### config.mk
export PLATFORM = sky130hd
export DESIGN_NAME = gsr_shift_reg
export DESIGN_NICKNAME = d
export VERILOG_FILES = /design/src/rtl/gsr_pkg.sv /design/src/rtl/gsr_req_sync.sv /design/src/rtl/gsr_edge.sv /design/src/rtl/gsr_stages.sv /design/src/rtl/gsr_shift_reg.sv
export SDC_FILE = /design/constraint.sdc
export NUM_CORES = 1
export LEC_CHECK = 0
export BUFFER_PORTS_ARGS = -buffer_cell sky130_fd_sc_hd__buf_2
export CAP_MARGIN = 20
export CORE_MARGIN = 2
export CORE_UTILIZATION = 45
export DETAILED_ROUTE_END_ITERATION = 12
export PLACE_DENSITY = 0.68
export SLEW_MARGIN = 20
export SYNTH_ARGS = -nofsm -noshare
export SYNTH_HDL_FRONTEND = slang
export SYNTH_SLANG_ARGS = --single-unit
### constraint.sdc
create_clock -name clk_i -period 0.8 [get_ports clk_i]
set_input_delay 0 -clock clk_i [delete_from_list [all_inputs] [get_ports clk_i]]
set_output_delay 0 -clock clk_i [all_outputs]
set_load 0.01 [all_outputs]
### src/rtl/gsr_pkg.sv
package gsr_pkg;
  typedef enum logic [1:0] {
    OP_HOLD  = 2'd0,
    OP_LOAD  = 2'd1,
    OP_SHIFT = 2'd2
  } gsr_op_e;

  function automatic gsr_op_e gsr_pick_op(input logic fire, input logic load_n);
    if (!fire)  return OP_HOLD;
    if (!load_n) return OP_LOAD;
    return OP_SHIFT;
  endfunction
endpackage

### src/rtl/gsr_req_sync.sv
module gsr_req_sync #(
  parameter int unsigned N      = 2,
  parameter int unsigned STAGES = 2
) (
  input  logic         clk_i,
  input  logic         rst_ni,
  input  logic [N-1:0] req_i,
  output logic [N-1:0] req_o
);
  for (genvar g = 0; g < N; g++) begin : g_line
    logic [STAGES-1:0] chain_q;
    // reset to 1: a line already high at release is not an edge
    always_ff @(posedge clk_i or negedge rst_ni) begin
      if (!rst_ni) chain_q <= '1;
      else         chain_q <= {chain_q[STAGES-2:0], req_i[g]};
    end
    assign req_o[g] = chain_q[STAGES-1];
  end
endmodule

### src/rtl/gsr_edge.sv
module gsr_edge #(
  parameter int unsigned N = 2
) (
  input  logic         clk_i,
  input  logic         rst_ni,
  input  logic [N-1:0] req_i,
  output logic         fire_o
);
  logic or_q, prev_q, arm_q;

  always_ff @(posedge clk_i or negedge rst_ni) begin
    if (!rst_ni) begin
      or_q   <= 1'b1;
      prev_q <= 1'b1;
      arm_q  <= 1'b0;
    end else begin
      or_q   <= |req_i;
      prev_q <= or_q;
      arm_q  <= 1'b1;
    end
  end

  assign fire_o = arm_q & or_q & ~prev_q;

  // an event needs a request line that was seen high
  assert_event_from_request_R2: assert property (@(posedge clk_i) disable iff (!rst_ni)
    fire_o |-> $past(|req_i));
  // a line held high two cycles back forbids an event
  assert_no_event_when_held_R3: assert property (@(posedge clk_i) disable iff (!rst_ni)
    (|req_i) |=> ##1 !fire_o);
endmodule

### src/rtl/gsr_stages.sv
module gsr_stages
  import gsr_pkg::*;
#(
  parameter int unsigned WIDTH = 8
) (
  input  logic             clk_i,
  input  logic             rst_ni,
  input  logic             fire_i,
  input  logic             load_ni,
  input  logic             ser_i,
  input  logic [WIDTH-1:0] par_i,
  output logic [WIDTH-1:0] q_o
);
  gsr_op_e          op;
  logic [WIDTH-1:0] q_q, q_d;

  assign op = gsr_pick_op(fire_i, load_ni);

  for (genvar b = 0; b < WIDTH; b++) begin : g_bit
    logic shift_in;
    if (b == 0) begin : g_head
      assign shift_in = ser_i;
    end else begin : g_body
      assign shift_in = q_q[b-1];
    end
    always_comb begin
      unique case (op)
        OP_LOAD:  q_d[b] = par_i[b];
        OP_SHIFT: q_d[b] = shift_in;
        default:  q_d[b] = q_q[b];
      endcase
    end
  end

  always_ff @(posedge clk_i or negedge rst_ni) begin
    if (!rst_ni) q_q <= '0;
    else         q_q <= q_d;
  end

  assign q_o = q_q;

  // stages are clear while reset is held
  always @(negedge clk_i) begin
    if (!rst_ni) assert_clear_in_reset_R1: assert (q_q == '0);
  end
  assert_load_R4: assert property (@(posedge clk_i) disable iff (!rst_ni)
    (fire_i && !load_ni) |=> (q_q == $past(par_i)));
  assert_shift_R5: assert property (@(posedge clk_i) disable iff (!rst_ni)
    (fire_i && load_ni) |=> (q_q == {$past(q_q[WIDTH-2:0]), $past(ser_i)}));
  assert_hold_R6: assert property (@(posedge clk_i) disable iff (!rst_ni)
    !fire_i |=> $stable(q_q));
endmodule

### src/rtl/gsr_shift_reg.sv
module gsr_shift_reg #(
  parameter int unsigned WIDTH     = 8,
  parameter int unsigned SYNC_STGS = 2
) (
  input  logic             clk_i,
  input  logic             rst_ni,
  input  logic             req_a_i,
  input  logic             req_b_i,
  input  logic             load_ni,
  input  logic             ser_i,
  input  logic [WIDTH-1:0] par_i,
  output logic             last_o
);
  localparam int unsigned NREQ = 2;

  logic [1:0]      rst_pipe_q;
  logic            rst_sync_n;
  logic [NREQ-1:0] req_s;
  logic            fire;
  logic [WIDTH-1:0] stage_q;

  // async assert, sync release
  always_ff @(posedge clk_i or negedge rst_ni) begin
    if (!rst_ni) rst_pipe_q <= '0;
    else         rst_pipe_q <= {rst_pipe_q[0], 1'b1};
  end
  assign rst_sync_n = rst_pipe_q[1];

  gsr_req_sync #(.N(NREQ), .STAGES(SYNC_STGS)) u_sync (
    .clk_i  (clk_i),
    .rst_ni (rst_sync_n),
    .req_i  ({req_b_i, req_a_i}),
    .req_o  (req_s)
  );

  gsr_edge #(.N(NREQ)) u_edge (
    .clk_i  (clk_i),
    .rst_ni (rst_sync_n),
    .req_i  (req_s),
    .fire_o (fire)
  );

  gsr_stages #(.WIDTH(WIDTH)) u_stages (
    .clk_i   (clk_i),
    .rst_ni  (rst_ni),
    .fire_i  (fire),
    .load_ni (load_ni),
    .ser_i   (ser_i),
    .par_i   (par_i),
    .q_o     (stage_q)
  );

  assign last_o = stage_q[WIDTH-1];

  // no event in the first cycle after edge logic leaves reset
  assert_release_quiet_R7: assert property (@(posedge clk_i) disable iff (!rst_ni)
    $rose(rst_sync_n) |-> !fire);
endmodule

==> results.tsv <==
stage	metric	value	unit
run_status	status	complete, but fails checks	
run_status	failing checks	setup timing	
layout	register area	432.9	um2
floorplanning	io pins	15	
floorplanning	Chip Width	43.74	um
cts	CTS tree	yes	
cts	clock sink count	17	
timing	final clock period utilization by the worst path	157.9	%
detailed_routing	residual DRC count	0	
pwr	Clk pwr share	21.8	%
setup_path	CP Capture Type	flip-flop	
floorplanning	Initial Util	47.73	%
layout	layout cells sized above 1	71.19	%
detailed_routing	First-pass DRT Iterations	1	
timing	worst clock skew	0.005794	ns
grt	first-pass GRT wire length	1580	um
hold_path	Min-Delay Startpoint	par_i[4]	
logic_synthesis	Post-Syn Instances	38	
floorplanning	DIE AREA	1913	um2
timing	RSZ-0062 raised after global routing	true	
detailed_routing	1st-iter DRT viols	0	
setup_path	Buf+Inv Stages, Crit Path	0	
cts	Clock Root Buffer	clkbuf_4	
layout	Fill cells	118	
timing	max frequency	0.7914	GHz
setup_path	WS Path Type	reg2reg	
cts	postcts setup bufs	0	
grt	GRT Total Usage	12.31	%
logic_synthesis	Ys Warns	0	
setup_path	reg2reg path depth	2	
timing	post-route worst setup slack	-0.4635	ns
pwr	power per cell area	2410	nW/um2
grt	vias in the first global route	364	
placement	number of buffers added on ports	14	
grt	total gr overflow	0	
detailed_routing	via count	347	
logic_synthesis	Seq/Total Area, Yosys	60.92	%
cts	Reg clk slew, reported paths	0.09	ns
placement	worst slack at placement	-0.4846	ns
detailed_routing	metal3 WL	50	um
setup_path	reg-to-reg startpoint	u_edge.or_q$_DFF_PN1_	
layout	multi-input logic area	266.5	um2
logic_synthesis	#FFs+latches synth	17	
setup_path	crit path max-delay cell type	dfstp_2	
pwr	P_int	1.600	mW
grt	initial antenna violation count	0	
hold_path	hold crit path type	in2reg	
detailed_routing	DR top layer	met4	
timing	Fin. Hold Viols	0	
setup_path	WP data required	0.98	ns
setup_path	R2R setup slack	-0.46	ns
detailed_routing	WL met1	438	um
setup_path	Arrival @ worst endpoint	1.45	ns
logic_synthesis	synth unique cells	8	
setup_path	Critical Path Source	u_edge.or_q$_DFF_PN1_	
setup_path	maximum net fanout on the critical path	8	
detailed_routing	Met2 Wirelength	389	um
grt	largest net degree at the start of global routing	11	
floorplanning	row count	14	
pwr	maximum vdd drop	0.9316	mV
timing	max-slew violations	0	
floorplanning	Die H	43.74	um
logic_synthesis	Syn Area/Cell	18.70	um2
setup_path	crit start category	flip-flop	
pwr	Gate power share	23.3	%
setup_path	slowest stage delay, CP	0.54	ns
detailed_routing	Post-DRT Antenna Nets	0	
pwr	register share of total power	54.9	%
placement	RePlAce Congestion	0.6133	
layout	fin nets	74	
cts	clock latency on the worst-skew pair	0.29	ns
timing	post-route minimum period	1.264	ns
setup_path	Top delay family on crit path	flip-flops	
detailed_routing	Routed WL	908	um
cts	cts bufs inserted	3	
floorplanning	Core Box Area	1489	um2
setup_path	Reg-to-Reg End	u_stages.q_o[7]$_DFFE_PN0P_	
cts	CTS max path bufs	2	
layout	P&R area growth vs syn	20.07	%
hold_path	Hold Path Sink	u_stages.q_o[4]$_DFFE_PN0P_	
logic_synthesis	Mapped Area	710.7	um2
pwr	leakage	0.4165	nW
cts	H-tree levels	1	
detailed_routing	vias per cell	4.627	
setup_path	CP Cell Sequence	and3b_4 -> mux2_4	
flow_run	maxcap violations	0	
pwr	Power, Total	2.056	mW
hold_path	Hold Path Cell Cnt	3	
pwr	Sw Pwr	0.4562	mW
detailed_routing	Avg WL per Cell	12.11	um
placement	Post-DP HPWL	641.2	um
layout	Antenna Cells	0	
timing	setup violators final	9	
pwr	switching part of the total	22.19	%
## layout make-up
type / instances / share of cell area (%)
Clock buffer: 4 / 3.079
Multi-Input combinational cell: 20 / 31.23
Sequential cell: 17 / 50.73
Tap cell: 16 / 2.346
Timing Repair Buffer: 18 / 12.61
## routing by layer
| layer | vias to the layer above | GRT usage [%] |
|---|---|---|
| li1 | 167 | - |
| met1 | 165 | 15.62 |
| met2 | 12 | 17.65 |
| met3 | 3 | 3.750 |
| met4 | 0 | 9.091 |
| met5 | - | 0 |
## kinds of logic after synthesis
group / count (synthesis) / synth area share, %
flip-flops: 17 / 60.91
multiplexers: 16 / 33.80
other: 1 / 0.5277
buffers and inverters: 2 / 2.641
AND/OR/NAND/NOR: 2 / 2.113
## tightest hold or removal path, stage by stage
cell and delay [ns]:
buf_2 0.07, mux2_4 0.12, mux2_4 0.12
## what timing repair did
| item | CTS | global route |
|---|---|---|
| gates resized for setup | 0 | 2 |
| setup endpoints to repair | 9 | 9 |
| hold endpoints to repair | 12 | 0 |
| hold buffers | 3 | 0 |
## synthesized netlist by cell type (all sizes together)
cell / number / area, um2
or2: 1 / 6.260
mux2: 16 / 240.2
dfrtp: 11 / 275.3
buf: 2 / 18.77
dfstp: 6 / 157.7
conb: 1 / 3.750
and3b: 1 / 8.760
## worst max path at each step
stage | end | slack [ns] | cells after the start
finish | u_stages.q_o[7]$_DFFE_PN0P_ | -0.46 | 2
global route | u_stages.q_o[4]$_DFFE_PN0P_ | -0.50 | 2
CTS | u_stages.q_o[7]$_DFFE_PN0P_ | -0.49 | 3
detailed placement | u_stages.q_o[2]$_DFFE_PN0P_ | -0.48 | 3
global placement | u_stages.q_o[0]$_DFFE_PN0P_ | -0.46 | 3
floorplan | u_stages.q_o[0]$_DFFE_PN0P_ | -0.42 | 3
## per-stage QoR
step	setup TNS (ns)	hold slack [ns]	instances	utilization, %	instance area, um2
after global placement	-3.658	-0.1351	69	54.62	813.3
after detailed placement	-3.843	-0.1298	69	54.62	813.3
after CTS	-3.914	0.04754	76	58.40	869.6
after global routing	-3.988	0.04116	75	57.31	853.3
after floorplan	-3.374	-0.2956	39	-	718.2
final	-3.703	0.05486	75	57.31	853.3
## power groups by stage
stage | logic (mW) | registers (mW) | clock network (mW)
floorplan | 0.365 | 1.13 | 0
CTS | 0.491 | 1.13 | 0.468
global placement | 0.471 | 1.15 | 0
global route | 0.518 | 1.15 | 0.521
finish | 0.479 | 1.13 | 0.448
detailed placement | 0.482 | 1.14 | 0
## cells in the final DEF (no fill, tap or decap)
cell type | synthesis | routed
dfstp_2 | 6 | 6
buf_4 | 1 | 1
and3b_4 | 0 | 1
mux2_4 | 16 | 16
dfrtp_1 | 11 | 11
or2_2 | 1 | 1
conb_1 | 1 | 2
clkbuf_1 | 0 | 1
dlygate4sd3_1 | 0 | 3
clkbuf_4 | 0 | 3
buf_2 | 0 | 14
## registers in the layout (all words and copies together), names as in the netlist
| register | count |
|---|---|
| u_stages.q_o | 8 |
| u_sync.g_line.chain_q | 4 |
| rst_pipe_q | 2 |
| u_edge.arm_q | 1 |
| u_edge.or_q | 1 |
| u_edge.prev_q | 1 |
No activity file was read; power rests on OpenSTA's default activity.
